[src/rtl/dmairq_pkg.sv]
package dmairq_pkg;
  localparam int unsigned DW          = 32;
  localparam int unsigned FLAG_LSB    = 24;
  localparam int unsigned FLAG_W      = 7;
  localparam int unsigned EN_LSB      = 16;
  localparam int unsigned GEN_BIT     = 23;
  localparam int unsigned BERR_BIT    = 15;
  localparam int unsigned SUM_BIT     = 31;
  localparam int unsigned START_BIT   = 24;
  localparam int unsigned DMA_IRQ_BIT = 3;
  localparam logic [DW-1:0] CTL_LOAD_MASK = 32'h00FF_803F;
  localparam logic [DW-1:0] FLAG_MASK     = 32'h7F00_0000;

  localparam int unsigned A_STATUS = 0;
  localparam int unsigned A_MASK   = 1;
  localparam int unsigned A_CTL    = 2;
  localparam int unsigned A_ENABLE = 3;
  localparam int unsigned A_CHAN   = 4;

  typedef struct packed {
    logic status;
    logic mask;
    logic ctl;
    logic enable;
  } wsel_t;
endpackage

[src/rtl/irq_status_unit.sv]
module irq_status_unit #(
  parameter int unsigned IRQ_W = 11
) (
  input  logic             clk,
  input  logic             rst,
  input  logic             wr_status,
  input  logic             wr_mask,
  input  logic [IRQ_W-1:0] wdata,
  input  logic [IRQ_W-1:0] set_vec,
  output logic [IRQ_W-1:0] status_o,
  output logic [IRQ_W-1:0] mask_o,
  output logic             irq_o
);
  logic [IRQ_W-1:0] status_q, status_n;
  logic [IRQ_W-1:0] mask_q, mask_n;
  logic             irq_q;

  always_comb begin
    status_n = wr_status ? ((status_q & wdata) | set_vec) : (status_q | set_vec);
    mask_n   = wr_mask ? wdata : mask_q;
  end

  always_ff @(posedge clk) begin
    if (rst) begin
      status_q <= '0;
      mask_q   <= '0;
      irq_q    <= 1'b0;
    end else begin
      status_q <= status_n;
      mask_q   <= mask_n;
      irq_q    <= |(status_q & mask_q);
    end
  end

  assign status_o = status_q;
  assign mask_o   = mask_q;
  assign irq_o    = irq_q;

  AST_STATUS_AND_WRITE: assert property (@(posedge clk) disable iff (rst)
    wr_status |=> ((status_q & ~$past(wdata) & ~$past(set_vec)) == '0));
endmodule

[src/rtl/dma_flag_unit.sv]
module dma_flag_unit
  import dmairq_pkg::*;
#(
  parameter int unsigned NCH = 7
) (
  input  logic          clk,
  input  logic          rst,
  input  logic          wr_ctl,
  input  logic [DW-1:0] wdata,
  input  logic [NCH-1:0] done,
  input  logic          bus_fault,
  output logic [DW-1:0] ctl_o,
  output logic          rise_o
);
  logic [DW-1:0]     ctl_q, ctl_n;
  logic [FLAG_W-1:0] hit;
  logic              sum_n;

  always_comb begin
    hit = '0;
    for (int n = 0; n < NCH; n++) begin
      hit[n] = done[n] & ctl_q[EN_LSB+n];
    end
  end

  always_comb begin
    if (wr_ctl) ctl_n = (wdata & CTL_LOAD_MASK) | (ctl_q & ~wdata & FLAG_MASK);
    else        ctl_n = ctl_q;
    ctl_n[FLAG_LSB +: FLAG_W] = ctl_n[FLAG_LSB +: FLAG_W] | hit;
    if (bus_fault) ctl_n[BERR_BIT] = 1'b1;
    sum_n = (ctl_n[GEN_BIT] & (|ctl_n[FLAG_LSB +: FLAG_W])) | ctl_n[BERR_BIT];
    ctl_n[SUM_BIT] = sum_n;
  end

  always_ff @(posedge clk) begin
    if (rst) ctl_q <= '0;
    else     ctl_q <= ctl_n;
  end

  assign ctl_o  = ctl_q;
  assign rise_o = sum_n & ~ctl_q[SUM_BIT];

  AST_FLAG_W1C: assert property (@(posedge clk) disable iff (rst)
    wr_ctl |=> ((ctl_q[FLAG_LSB +: FLAG_W] & $past(wdata[FLAG_LSB +: FLAG_W]) & ~$past(hit)) == '0));
endmodule

[src/rtl/dma_chan_gate.sv]
module dma_chan_gate
  import dmairq_pkg::*;
(
  input  logic          clk,
  input  logic          rst,
  input  logic          wr,
  input  logic [DW-1:0] wdata,
  input  logic          en_bit,
  input  logic          done,
  output logic [DW-1:0] word_o,
  output logic          go_o,
  output logic          clash_o
);
  logic [DW-1:0] word_q;
  logic          busy_q, go_q, clash_q;
  logic          req, launch;

  assign req    = wr & wdata[START_BIT];
  assign launch = req & en_bit & ~busy_q;

  always_ff @(posedge clk) begin
    if (rst) begin
      word_q  <= '0;
      busy_q  <= 1'b0;
      go_q    <= 1'b0;
      clash_q <= 1'b0;
    end else begin
      if (wr) word_q <= wdata;
      go_q    <= launch;
      clash_q <= req & busy_q;
      if (launch)    busy_q <= 1'b1;
      else if (done) busy_q <= 1'b0;
    end
  end

  always_comb begin
    word_o            = word_q;
    word_o[START_BIT] = busy_q;
  end
  assign go_o    = go_q;
  assign clash_o = clash_q;

  AST_GO_NEEDS_ENABLE: assert property (@(posedge clk) disable iff (rst)
    go_q |-> $past(en_bit & wr & wdata[START_BIT]));
  AST_CLASH_BLOCKS_GO: assert property (@(posedge clk) disable iff (rst)
    clash_q |-> !go_q);
endmodule

[src/rtl/dmairq_hub.sv]
module dmairq_hub
  import dmairq_pkg::*;
#(
  parameter int unsigned NCH   = 7,
  parameter int unsigned IRQ_W = 11,
  parameter int unsigned AW    = 4
) (
  input  logic             clk,
  input  logic             rst,
  input  logic             cpu_wr,
  input  logic             cpu_rd,
  input  logic [AW-1:0]    cpu_addr,
  input  logic [DW-1:0]    cpu_wdata,
  output logic [DW-1:0]    cpu_rdata,
  input  logic [IRQ_W-1:0] irq_src,
  input  logic [NCH-1:0]   chan_done,
  input  logic             bus_fault,
  output logic [NCH-1:0]   chan_go,
  output logic             cpu_irq,
  output logic             dbg_overlap
);
  localparam int unsigned LAST_ADDR = A_CHAN + NCH - 1;

  wsel_t            wsel;
  logic [DW-1:0]    en_q;
  logic [DW-1:0]    ctl;
  logic             rise;
  logic [IRQ_W-1:0] status, mask, set_vec;
  logic [DW-1:0]    chan_word [NCH];
  logic [NCH-1:0]   clash;
  logic [NCH-1:0]   chan_wr;
  logic [DW-1:0]    rd_mux, rdata_q;

  always_comb begin
    wsel.status = cpu_wr && (cpu_addr == AW'(A_STATUS));
    wsel.mask   = cpu_wr && (cpu_addr == AW'(A_MASK));
    wsel.ctl    = cpu_wr && (cpu_addr == AW'(A_CTL));
    wsel.enable = cpu_wr && (cpu_addr == AW'(A_ENABLE));
    for (int n = 0; n < NCH; n++) begin
      chan_wr[n] = cpu_wr && (cpu_addr == AW'(A_CHAN + n));
    end
  end

  always_ff @(posedge clk) begin
    if (rst)              en_q <= '0;
    else if (wsel.enable) en_q <= cpu_wdata;
  end

  dma_flag_unit #(.NCH(NCH)) i_flags (
    .clk(clk), .rst(rst), .wr_ctl(wsel.ctl), .wdata(cpu_wdata),
    .done(chan_done), .bus_fault(bus_fault), .ctl_o(ctl), .rise_o(rise)
  );

  always_comb begin
    set_vec = irq_src;
    set_vec[DMA_IRQ_BIT] = irq_src[DMA_IRQ_BIT] | rise;
  end

  irq_status_unit #(.IRQ_W(IRQ_W)) i_status (
    .clk(clk), .rst(rst), .wr_status(wsel.status), .wr_mask(wsel.mask),
    .wdata(cpu_wdata[IRQ_W-1:0]), .set_vec(set_vec),
    .status_o(status), .mask_o(mask), .irq_o(cpu_irq)
  );

  for (genvar g = 0; g < NCH; g++) begin : g_chan
    dma_chan_gate i_gate (
      .clk(clk), .rst(rst), .wr(chan_wr[g]), .wdata(cpu_wdata),
      .en_bit(en_q[4*g+3]), .done(chan_done[g]),
      .word_o(chan_word[g]), .go_o(chan_go[g]), .clash_o(clash[g])
    );
  end

  assign dbg_overlap = |clash;

  always_comb begin
    rd_mux = '0;
    if (cpu_addr == AW'(A_STATUS))      rd_mux = DW'(status);
    else if (cpu_addr == AW'(A_MASK))   rd_mux = DW'(mask);
    else if (cpu_addr == AW'(A_CTL))    rd_mux = ctl;
    else if (cpu_addr == AW'(A_ENABLE)) rd_mux = en_q;
    else if (cpu_addr <= AW'(LAST_ADDR)) begin
      for (int n = 0; n < NCH; n++) begin
        if (cpu_addr == AW'(A_CHAN + n)) rd_mux = chan_word[n];
      end
    end
  end

  always_ff @(posedge clk) begin
    if (rst)         rdata_q <= '0;
    else if (cpu_rd) rdata_q <= rd_mux;
  end
  assign cpu_rdata = rdata_q;

  AST_DMA_EDGE_SETS_BIT3: assert property (@(posedge clk) disable iff (rst)
    $rose(ctl[SUM_BIT]) |-> status[DMA_IRQ_BIT]);
endmodule

[config.mk]
export PLATFORM = sky130hd
export DESIGN_NAME = dmairq_hub
export DESIGN_NICKNAME = d
export VERILOG_FILES = /design/src/rtl/dmairq_pkg.sv /design/src/rtl/irq_status_unit.sv /design/src/rtl/dma_flag_unit.sv /design/src/rtl/dma_chan_gate.sv /design/src/rtl/dmairq_hub.sv
export SDC_FILE = /design/constraint.sdc
export NUM_CORES = 1
export LEC_CHECK = 0
export BUFFER_PORTS_ARGS = -buffer_cell sky130_fd_sc_hd__clkbuf_2
export CAP_MARGIN = 20
export CORE_UTILIZATION = 50
export DETAILED_ROUTE_END_ITERATION = 6
export PLACE_DENSITY = 0.67
export SLEW_MARGIN = 0
export SYNTH_ARGS = -nofsm -noshare
export SYNTH_HDL_FRONTEND = slang
export SYNTH_SLANG_ARGS = --single-unit
[constraint.sdc]
create_clock -name clk -period 1.8 [get_ports clk]
set_input_delay 0.09 -clock clk [delete_from_list [all_inputs] [get_ports clk]]
set_output_delay 0.09 -clock clk [all_outputs]
set_load 0.005 [all_outputs]
Word level (Yosys, flattened, before mapping)
Cells that the tools add are included.

$add $sub $neg: 0. Multiply operators: 0. Divide/modulo/power cells: 0. Magnitude comparators: 1. Equal/unequal tests: 10. Shifts and indexed selects: 0. Mux-type cells: 29. Bitwise logic cells: 55. Reduce and logical (&&, ||, !) cells: 22.

Operators with widths (count): $mux W32 (12); $and A1 B1 Y1 (37); $and A31 B31 Y31 (1); $mux W31 (1); $not A31 Y31 (1); $or A24 B31 Y31 (1); $and A11 B11 Y11 (2); $or A11 B11 Y11 (2); $eq A4 B3 Y1 const B (4); $mux W1 (15); $reduce_bool A2 Y1 (7); $reduce_or A7 Y1 (2); $eq A4 B4 Y1 const B (3); $logic_and A1 B1 Y1 (11); $mux W11 (1); $reduce_or A11 Y1 (1); $eq A4 B2 Y1 const B (2); $not A1 Y1 (8); $or A7 B7 Y7 (1); $eq A4 B1 Y1 const B (1); $le A4 B4 Y1 const B (1); $logic_not A4 Y1 (1); $or A1 B1 Y1 (2).

Register bits after elaboration: 364. Bits in latches: 0. Memory bits (writable): 0. Bits in read-only memories: 0. Output and inout bits: 41. Memories kept: 0.

Depth between registers and ports, before layout
Gate-level depths: netlist (run 1).

Depth after elaboration: 13. Mapped depth: 9. Depth with buffers taken out: 5.

By module
A second synthesis (run 1) with hierarchy kept.

Cell total of the unflattened synthesis: 1779. Area, all modules: 16351.9 um^2.

By module, submodules not included: dma_chan_gate (times used 7, cells an instance 111, area an instance 1271.2 um^2); dmairq_hub (times used 1, cells an instance 810, area an instance 5600.4 um^2); dma_flag_unit (times used 1, cells an instance 104, area an instance 991.0 um^2); irq_status_unit (times used 1, cells an instance 88, area an instance 862.1 um^2).

Worst setup path before layout (run 1)
OpenSTA, ideal clock, no wires.

Path kind: input to register. Start: input cpu_addr[1]. End: register rdata_q[21] (netlist: cpu_rdata[21]). Setup time: 0.117 ns. Data arrival time: 1.346 ns. Path slack: 0.337 ns. Stages: 9. Path through: buf_4 -> or3_1 -> buf_6 -> and2_4 -> buf_6 -> buf_6 -> o221ai_1 -> a21oi_1 -> a22o_1.

Longest elaborated chain between the ends: 13.

RTL lines: start, declared (line dmairq_hub.sv:12) `input logic [AW-1:0] cpu_addr,`; $eq A4 B3 Y1 (line dmairq_hub.sv:83) `if (cpu_addr == AW'(A_CHAN + n)) rd_mux = chan_word[n];`; $mux W32 (7 in series) (line dmairq_hub.sv:83); $mux W32 (line dmairq_hub.sv:81) `else if (cpu_addr <= AW'(LAST_ADDR)) begin`; $mux W32 (line dmairq_hub.sv:80) `else if (cpu_addr == AW'(A_ENABLE)) rd_mux = en_q;`; $mux W32 (line dmairq_hub.sv:79) `else if (cpu_addr == AW'(A_CTL)) rd_mux = ctl;`; $mux W32 (line dmairq_hub.sv:78) `else if (cpu_addr == AW'(A_MASK)) rd_mux = DW'(mask);`; $mux W32 * (line dmairq_hub.sv:77) `if (cpu_addr == AW'(A_STATUS)) rd_mux = DW'(status);`; end signal, assigned (line dmairq_hub.sv:90) `else if (cpu_rd) rdata_q <= rd_mux;`; end, declared (line dmairq_hub.sv:32) `logic [DW-1:0] rd_mux, rdata_q;`.

Mark *: on every way between the ends. The rest lies on a longest branch, timed or not. A chain may end at the register's enable or synchronous reset.

==> results.json, run 1 <==
{
  "outcome": "finished, final reports clean",
  "p_total_w": 0.0171,
  "drv_cap": 0,
  "routedWlPerCell_microns": 20.8,
  "crit_type": "in2reg",
  "fmax_ghz": 0.590,
  "crit_fanout": 17,
  "num_antenna_cells": 0,
  "cts_sinks": 348,
  "final_nets": 2078,
  "synth_edf_count": 0,
  "synth_area_leaders": "dfxtp_1, nand2_1, a21oi_1",
  "post_cts_buffers": 0,
  "rsz0062_at_grt": "no",
  "fin_skew_ns": 0.0119,
  "cts_buffer_depth": 3,
  "clk_latency_ns": 0.53,
  "die_w_microns": 177,
  "ir_worst_vdd_mv": 0.567,
  "ys.flop_type": "dfxtp_1",
  "yosysTopAreaCell": "dfxtp_1",
  "ctsHoldBuffers": 50,
  "grt_pass1_vias": 13185,
  "synth_cell_types": 65,
  "relSlewSlack_pct": 56.0,
  "max_slew.worst_pin.slew_ns": 0.661,
  "postRouteAntennaNets": 0,
  "antenna_found_initial": 0,
  "grt_usage_pct": 31.9,
  "fp.dieH_microns": 177,
  "synth_seq_cells": 348,
  "avgViaCountPerCell": 5.99,
  "synth_top_cell_area_share_pct": 45.6,
  "grt_pass1_wl_mm": 77.0,
  "drc": 0,
  "fin_area_sq_um": 18100,
  "placed_area_sq_um": 16400,
  "crit_path_end_kind": "flip-flop",
  "timing.reg2reg.setup_slack_ns": 0.37,
  "worstSetupStartpointType": "input port",
  "power.leakage_nw": 6.62,
  "core_sq_um": 29900,
  "io_pins": 100,
  "drv_slew": 0,
  "setup_viol_count_final": 0,
  "cts_buffers": 37,
  "cts_tree": "done",
  "syn_avg_cell_area_sq_um": 7.93,
  "cts_resized": 0,
  "async_flop_share_pct": 0,
  "worst_ep_arrival_time_ns": 2.16,
  "worstPathRequired_ns": 2.27,
  "firstDrtPassIters": 6,
  "gp_congestion": 0.942,
  "register_area_sq_um": 6970,
  "io_buffers": 99,
  "placementRows": 63,
  "dp_hpwl_mm": 32.8,
  "cts.clk_slew.worst_paths_ns": 0.06,
  "placed_cells": 2320,
  "yosysWarnings": 0,
  "seq_area_frac_synth_pct": 45.6,
  "fin_setup_tns_ns": 0,
  "post-route-period-util_pct": 94.2,
  "vias": 14577,
  "layout-drive-gt1-share_pct": 14.5,
  "synthCells": 1927,
  "ctsRootBufferMaster": "clkbuf_16",
  "hold_path_class": "in2reg",
  "dieArea_sq_um": 31300,
  "powerDensity_nw_per_um2": 946,
  "period_needed_ns": 1.70,
  "finalHoldViolations": 0,
  "areaGrowthSynthToFinish_pct": 18.3,
  "wl_mm": 50.5,
  "grt_max_degree": 125,
  "whs_ns": 0.0330,
  "synth_nets": 1986,
  "drt_iter0_drc": 1737,
  "final_cells": 2433,
  "multi_input_area_sq_um": 7340,
  "synthesis.area_sq_um": 15300,
  "htreeDepth": 2,
  "fillerInstances": 2658,
  "start_util_pct": 51.2,
  "grt_overflow": 0
}
cell families after synthesis:
group / share of synthesized area, %
and+or+nand+nor: 19.6
muxes: 4.81
AOI/OAI and AO/OA: 23.4
DFF: 45.6
buffers and inverters: 6.54
sequential cells by signal, summed over array words and instances (netlist names):
register,cells
g_chan.i_gate.busy_q,7
g_chan.i_gate.go_o,7
g_chan.i_gate.clash_o,7
i_status.irq_o,1
g_chan.i_gate.word_q,217
i_status.status_o,11
cpu_rdata,32
i_status.mask_o,11
en_q,32
i_flags.ctl_o,23
layer usage:
| metal | share of wire (%) | routed length (microns) | track usage, % | up-vias |
|---|---|---|---|---|
| met2 | 43 | 21900 | 47.7 | 738 |
| met5 | 0 | 0 | 0 | - |
| li1 | - | - | - | 6827 |
| met4 | 2.7 | 1380 | 10.5 | 0 |
| met3 | 10 | 5210 | 6.25 | 105 |
| met1 | 44 | 22000 | 45.7 | 6907 |
power breakdown:
part	internal, W	switching [W]	leakage, nW
logic	0.000528	0.000945	3.20
registers	0.00783	0.0000878	2.81
clock network	0.00464	0.00307	0.606
total	0.0130	0.00410	6.62
layout make-up:
type,count,area share (%)
multi-input combinational,1368,40.6
inverter,17,0.353
timing repair buffer,247,11.0
clock buffer,57,6.32
sequential,348,38.5
clock inverter,6,0.464
tap,390,2.70
synthesized netlist by cell type (all sizes together) (9+ instances only):
| cell | n |
|---|---|
| nor2 | 67 |
| a22o | 21 |
| inv | 16 |
| a311oi | 11 |
| nor3 | 9 |
| o2bb2ai | 23 |
| o22ai | 20 |
| nand2 | 557 |
| and3 | 12 |
| buf | 81 |
| a222oi | 18 |
| a22oi | 30 |
| a21o | 28 |
| dfxtp | 348 |
| clkbuf | 113 |
| nand2b | 12 |
| mux2i | 51 |
| mux2 | 12 |
| nand3 | 16 |
| nor2b | 11 |
| a21oi | 324 |
| o221ai | 17 |
| o21ai | 69 |
critical path: stages:
cell and delay (ns):
dlygate4sd3_1 0.57, buf_8 0.18, nor2b_1 0.39, and2_4 0.37, o221ai_1 0.21, a21oi_1 0.18, a22o_1 0.16
path summary, 6_finish.rpt:
| path | start | cells past startpoint | to |
|---|---|---|---|
| setup / recovery | rst | 7 | cpu_rdata[31]$_SDFFE_PP0P_ |
| setup reg to reg | g_chan[2].i_gate.word_q[11]$_SDFFE_PP0P_ | 4 | cpu_rdata[11]$_SDFFE_PP0P_ |
| hold / removal | cpu_wdata[7] | 3 | g_chan[6].i_gate.word_q[7]$_SDFFE_PP0P_ |
| hold reg to reg | g_chan[4].i_gate.word_q[4]$_SDFFE_PP0P_ | 2 | g_chan[4].i_gate.word_q[4]$_SDFFE_PP0P_ |
layout by cell type (no fill, tap or decap), types with 16 or more instances in the layout:
| cell type | n |
|---|---|
| nand2_1 | 556 |
| clkbuf_16 | 39 |
| a222oi_1 | 18 |
| a22o_1 | 21 |
| clkbuf_2 | 96 |
| buf_4 | 80 |
| o2bb2ai_1 | 23 |
| a21oi_1 | 324 |
| o221ai_1 | 17 |
| mux2i_1 | 51 |
| o22ai_1 | 20 |
| nand3_1 | 16 |
| buf_12 | 20 |
| nor2_1 | 60 |
| o21ai_0 | 60 |
| dlygate4sd3_1 | 50 |
| a22oi_1 | 30 |
| dfxtp_1 | 348 |
| a21o_1 | 28 |
per-stage QoR:
stage               utilization (%)  setup slack (ns)
floorplan                         -             0.337
global placement               54.8            0.0312
detailed placement             54.8          -0.00263
CTS                            60.5             0.216
global route                   60.5             0.118
finish                         60.5             0.105
Power figures use the tool's default switching activity.
==> run 2: changes to the inputs <==
--- a/config.mk
+++ b/config.mk
@@ -7,6 +7,7 @@
 export LEC_CHECK = 0
 export BUFFER_PORTS_ARGS = -buffer_cell sky130_fd_sc_hd__clkbuf_2
 export CAP_MARGIN = 20
+export CORE_ASPECT_RATIO = 0.6
 export CORE_UTILIZATION = 50
 export DETAILED_ROUTE_END_ITERATION = 6
 export PLACE_DENSITY = 0.67
==> run 2 against run 1 <==
Compared with the run above: clock skew grew 0.0054 ns; combinational power is essentially flat; sequential share of layout area is essentially flat; count of clock-buffer cells in the layout shrank 4; routed wire length grew 3.7%; die area is essentially flat; fmax grew 6.8%; non-clock buffer count grew 10; worst setup slack gained 0.11 ns; power shrank 2.4%; cell count grew 1.1%; sequential cell count is the same; the flow now finishes with violations (design-rule violations).
==> results.json, run 2 (synthesis gave the netlist of run 1 again) <==
{
  "largest_register": "g_chan.i_gate.word_q",
  "outcome": "finished, violations left",
  "cts_buffer_depth": 3,
  "fin_skew_ns": 0.0174,
  "comb_power_share_pct": 9.0,
  "power.leakage_nw": 6.61,
  "firstDrtPassIters": 7,
  "powerDensity_nw_per_um2": 923,
  "fmax_ghz": 0.630,
  "worstPathRequired_ns": 2.27,
  "placementRows": 49,
  "num_antenna_cells": 0,
  "relSlewSlack_pct": 44.7,
  "cp_cell_sequence": "dlygate4sd3_1 > buf_8 > buf_4 > nand2b_1 > nor4b_1 > a21o_1",
  "grt_usage_pct": 33.3,
  "grt_max_degree": 169,
  "violations": "design-rule violations",
  "clock_power_share_pct": 43.6,
  "avgViaCountPerCell": 6.00,
  "grt_pass1_wl_mm": 80.1,
  "antenna_found_initial": 0,
  "core_sq_um": 30000,
  "internal_power_w": 0.0125,
  "drv_slew": 0,
  "cts.clk_slew.worst_paths_ns": 0.06,
  "postRouteAntennaNets": 0,
  "io_buffers": 99,
  "post-route-period-util_pct": 88.2,
  "wl_mm": 52.4,
  "finalHoldViolations": 0,
  "crit_path_end_kind": "flip-flop",
  "routedWlPerCell_microns": 21.3,
  "hold_path_class": "in2reg",
  "die_w_microns": 228,
  "fp.dieH_microns": 137,
  "htreeDepth": 2,
  "ir_worst_vdd_mv": 0.532,
  "drv_cap": 0,
  "cts_resized": 0,
  "final_cell_mix": "nand2_1, dfxtp_1, a21oi_1",
  "drc": 2,
  "layout-drive-gt1-share_pct": 14.7,
  "dp_hpwl_mm": 35.3,
  "whs_ns": 0.0167,
  "grt_pass1_vias": 13504,
  "period_needed_ns": 1.59,
  "seqPwrFrac_pct": 47.4,
  "cpPeakStageDelay_ns": 0.57,
  "p_switching_w": 0.00417,
  "max_slew.worst_pin.slew_ns": 0.829,
  "start_util_pct": 51.0,
  "areaGrowthSynthToFinish_pct": 18.2,
  "final_nets": 2085,
  "crit_slowest_cell": "dlygate4sd3_1",
  "grt_overflow": 0,
  "switching_share_pct": 25.0,
  "io_pins": 100,
  "clk_latency_ns": 0.54,
  "cts_tree": "done",
  "cts_sinks": 348,
  "dieArea_sq_um": 31300,
  "ctsHoldBuffers": 50,
  "vias": 14764,
  "ctsRootBufferMaster": "clkbuf_16",
  "crit_fanout": 18,
  "worst_ep_arrival_time_ns": 2.06,
  "drt_iter0_drc": 1922,
  "fin_setup_tns_ns": 0,
  "gp_congestion": 0.967,
  "rsz0062_at_grt": "no",
  "final_common_cell": "nand2_1",
  "worstSetupStartpointType": "input port",
  "cts_buffers": 34,
  "crit_type": "in2reg",
  "largest_reg_flops": 217,
  "setup_viol_count_final": 0,
  "fillerInstances": 2710,
  "post_cts_buffers": 0
}
==> run 2: changes by cell type in the layout (fill, tap and decap cells not counted), sizes merged <==
cell / previous run / this run
buf: 101 / 111
bufinv: 2 / 1
clkbuf: 153 / 149
clkinv: 4 / 6
clkinvlp: 0 / 2
inv: 17 / 16
==> run 2: worst paths after layout <==
kind | startpoint | to | slack (ns) | cells after the start
worst min register to register | g_chan[0].i_gate.word_q[0]$_SDFFE_PP0P_ | g_chan[0].i_gate.word_q[0]$_SDFFE_PP0P_ | 0.45 | 2
worst max register to register | g_chan[0].i_gate.word_q[19]$_SDFFE_PP0P_ | cpu_rdata[19]$_SDFFE_PP0P_ | 0.36 | 5
worst max-delay path | rst | g_chan[1].i_gate.busy_q$_SDFFE_PP0P_ | 0.21 | 6
worst min-delay path | cpu_wdata[1] | i_flags.ctl_o[1]$_SDFFE_PP0N_ | 0.02 | 3
==> run 2: metrics by stage <==
stage | area, sq um | setup slack [ns] | cells | total power, W | util (%)
after global routing | 18100 | 0.140 | 2459 | 0.0171 | 60.3
final | 18100 | 0.213 | 2459 | 0.0167 | 60.3
after detailed placement | 16500 | -0.0289 | 2348 | 0.00944 | 54.9
after CTS | 18100 | 0.260 | 2459 | 0.0167 | 60.3
after global placement | 16400 | 0.0197 | 2347 | 0.00942 | 54.9
after floorplan | 15300 | 0.337 | 1927 | 0.00890 | -
==> run 2: per-layer routing <==
layer  routed length, microns  track usage (%)  up-vias  share of wire [%]
met2                    21300             47.4      840                 41
met1                    23500             48.1     7015                 45
li1                         -                -     6828                  -
met5                        0                0        -                  0
met4                     1010             8.75        0                1.9
met3                     6600             10.4       81                 13
==> run 2: critical path, delay by kind of cell <==
family          cells  cell delay (ns)
simple gates        2             0.93
compound gates      1             0.13
buf+inv             3             0.91
==> run 2: area by class of cell <==
type	instances	area, sq um	share of cell area, %
Timing Repair Buffer	257	2080	11.5
Multi-Input combinational cell	1368	7340	40.6
Clock buffer	53	1050	5.79
Tap cell	408	510	2.82
Sequential cell	348	6970	38.5
Inverter	17	63.8	0.353
Clock inverter	8	70.1	0.388
==> run 2: power groups by stage <==
stage	registers, W	logic, W	clock network [W]
floorplan	0.00805	0.000847	0
global placement	0.00808	0.00134	0
detailed placement	0.00808	0.00136	0
CTS	0.00791	0.00145	0.00732
global route	0.00792	0.00159	0.00763
finish	0.00791	0.00149	0.00728
==> run 3: changes to the inputs <==
--- a/config.mk
+++ b/config.mk
@@ -7,7 +7,7 @@
 export LEC_CHECK = 0
 export BUFFER_PORTS_ARGS = -buffer_cell sky130_fd_sc_hd__clkbuf_2
 export CAP_MARGIN = 20
-export CORE_ASPECT_RATIO = 0.6
+export CORE_ASPECT_RATIO = 0.9
 export CORE_UTILIZATION = 50
 export DETAILED_ROUTE_END_ITERATION = 6
 export PLACE_DENSITY = 0.67
==> run 3 against run 2 <==
Compared with the run above: cell count down 0.24%; worst setup slack worse by 0.10 ns; sequential share of layout area increased by 0.096 points; clock skew down 0.0045 ns; critical endpoint is now g_chan[0].i_gate.word_q[31]$_SDFFE_PP0P_; largest power group unchanged; clock power increased by 1%; design area is 0.25% lower; worst hold slack lost 0.0055 ns; the flow still finishes with violations (design-rule violations); register-to-register slack improved by 0.03 ns; global-route usage fell by 0.69 points; routed wire length is 1.6% lower.
==> results.json, run 3 (synthesis gave the netlist of run 1 again) <==
{
  "outcome": "finished, violations left",
  "violations": "design-rule violations",
  "crit_slowest_cell": "dlygate4sd3_1",
  "p_switching_w": 0.00408,
  "placementRows": 60,
  "crit_fanout": 31,
  "switching_share_pct": 24.3,
  "post_cts_buffers": 0,
  "io_buffers": 99,
  "internal_power_w": 0.0127,
  "rsz0062_at_grt": "no",
  "relSlewSlack_pct": 49.4,
  "routedWlPerCell_microns": 21.0,
  "drc": 2,
  "placed_cells": 2344,
  "worstSetupStartpointType": "input port",
  "final_common_cell": "nand2_1",
  "p_total_w": 0.0168,
  "cpPeakStageDelay_ns": 0.57,
  "grt_overflow": 0,
  "postRouteAntennaNets": 0,
  "cts_tree": "done",
  "fin_skew_ns": 0.0128,
  "grt_pass1_wl_mm": 80.1,
  "period_needed_ns": 1.69,
  "setup_viol_count_final": 0,
  "fmax_ghz": 0.591,
  "fin_ws_ns": 0.108,
  "finalHoldViolations": 0,
  "clock_power_share_pct": 43.9,
  "final_nets": 2088,
  "clk_latency_ns": 0.52,
  "drv_slew": 0,
  "fillerInstances": 2668,
  "worstPathRequired_ns": 2.26,
  "vias": 14585,
  "cts.clk_slew.worst_paths_ns": 0.06,
  "antenna_found_initial": 1,
  "cts_buffers": 37,
  "drv_cap": 0,
  "avgViaCountPerCell": 5.95,
  "wl_mm": 51.6,
  "ir_worst_vdd_mv": 0.687,
  "cts_buffer_depth": 3,
  "dieArea_sq_um": 31300,
  "final_cell_mix": "nand2_1, dfxtp_1, a21oi_1",
  "grt_usage_pct": 32.6,
  "crit_type": "in2reg",
  "num_antenna_cells": 0,
  "ctsHoldBuffers": 49,
  "dp_slack_ns": -0.0312,
  "comb_power_share_pct": 8.8,
  "ctsRootBufferMaster": "clkbuf_16",
  "core_sq_um": 30000,
  "post-route-period-util_pct": 94.0,
  "final_cells": 2453,
  "drt_iter0_drc": 1817,
  "hold_path_class": "in2reg",
  "max_slew.worst_pin.slew_ns": 0.759,
  "utilization_pct": 60.2,
  "worst_ep_arrival_time_ns": 2.15,
  "htreeDepth": 2,
  "die_w_microns": 186,
  "crit_family": "buffers and inverters",
  "start_util_pct": 51.0,
  "largest_register": "g_chan.i_gate.word_q",
  "largest_reg_flops": 217,
  "dp_hpwl_mm": 33.7,
  "crit_path_end_kind": "flip-flop",
  "cts_sinks": 348,
  "seqPwrFrac_pct": 47.2,
  "cp_cell_sequence": "clkbuf_2 > and2b_1 > nand3_1 > buf_4 > nand2_1 > a21oi_1 > dlygate4sd3_1",
  "cts_resized": 0,
  "cp_num_buf_inv": 3,
  "power.leakage_nw": 6.61,
  "layout-drive-gt1-share_pct": 14.7,
  "areaGrowthSynthToFinish_pct": 18.0,
  "grt_max_degree": 71,
  "io_pins": 100,
  "fp.dieH_microns": 168,
  "firstDrtPassIters": 7,
  "powerDensity_nw_per_um2": 929,
  "grt_pass1_vias": 13730,
  "gp_congestion": 0.934
}
[run 3: changes by cell type in the layout (fill, tap and decap cells not counted), sizes merged]
cell,before,now
dlygate4sd3,50,49
bufinv,1,3
clkinvlp,2,0
buf,111,112
clkinv,6,8
clkbuf,149,146
[run 3: worst register-to-register path, cell delays in order, from the launching register on]
cell	delay (ns)
dfxtp_1	0.31
mux2i_1	0.14
o2bb2ai_1	0.10
a222oi_1	0.26
o21ai_0	0.26
a22o_1	0.25
[run 3: stage by stage]
| step | instance area, sq um | hold WS [ns] | TNS [ns] |
|---|---|---|---|
| after floorplan | 15300 | 0.219 | 0 |
| after global placement | 16400 | 0.308 | -0.0475 |
| after detailed placement | 16400 | 0.311 | -0.0784 |
| after CTS | 18000 | 0.000763 | 0 |
| after global routing | 18000 | 0.0114 | 0 |
| final | 18000 | 0.0112 | 0 |
[run 3: layout make-up]
class	count	area [sq um]	share of cell area, %
Clock buffer	50	1000	5.57
Inverter	17	63.8	0.354
Tap cell	403	504	2.80
Clock inverter	10	129	0.715
Multi-Input combinational cell	1368	7340	40.7
Sequential cell	348	6970	38.6
Timing Repair Buffer	257	2020	11.2
[run 3: metal layers]
layer / wire, microns / track usage, %
met1: 22300 / 46.3
met2: 22000 / 49.1
met3: 5470 / 6.50
met4: 1700 / 11.6
met5: 10 / 0
[run 3: path summary, 6_finish.rpt]
kind,depth (start not counted),slack [ns],startpoint,to
worst min-delay path,4,0.01,cpu_wdata[28],g_chan[6].i_gate.word_q[28]$_SDFFE_PP0P_
worst max-delay path,7,0.11,cpu_addr[3],g_chan[0].i_gate.word_q[31]$_SDFFE_PP0P_
worst max register to register,5,0.39,g_chan[1].i_gate.word_q[15]$_SDFFE_PP0P_,cpu_rdata[15]$_SDFFE_PP0P_
worst min register to register,2,0.45,en_q[4]$_SDFFE_PP0P_,en_q[4]$_SDFFE_PP0P_
[run 3: power groups by stage]
| stage | clock network [W] | registers (W) | logic (W) |
|---|---|---|---|
| final | 0.00736 | 0.00791 | 0.00148 |
| after global routing | 0.00773 | 0.00792 | 0.00157 |
| after CTS | 0.00743 | 0.00791 | 0.00144 |
| after detailed placement | 0 | 0.00808 | 0.00136 |
| after global placement | 0 | 0.00808 | 0.00134 |
| after floorplan | 0 | 0.00805 | 0.000847 |
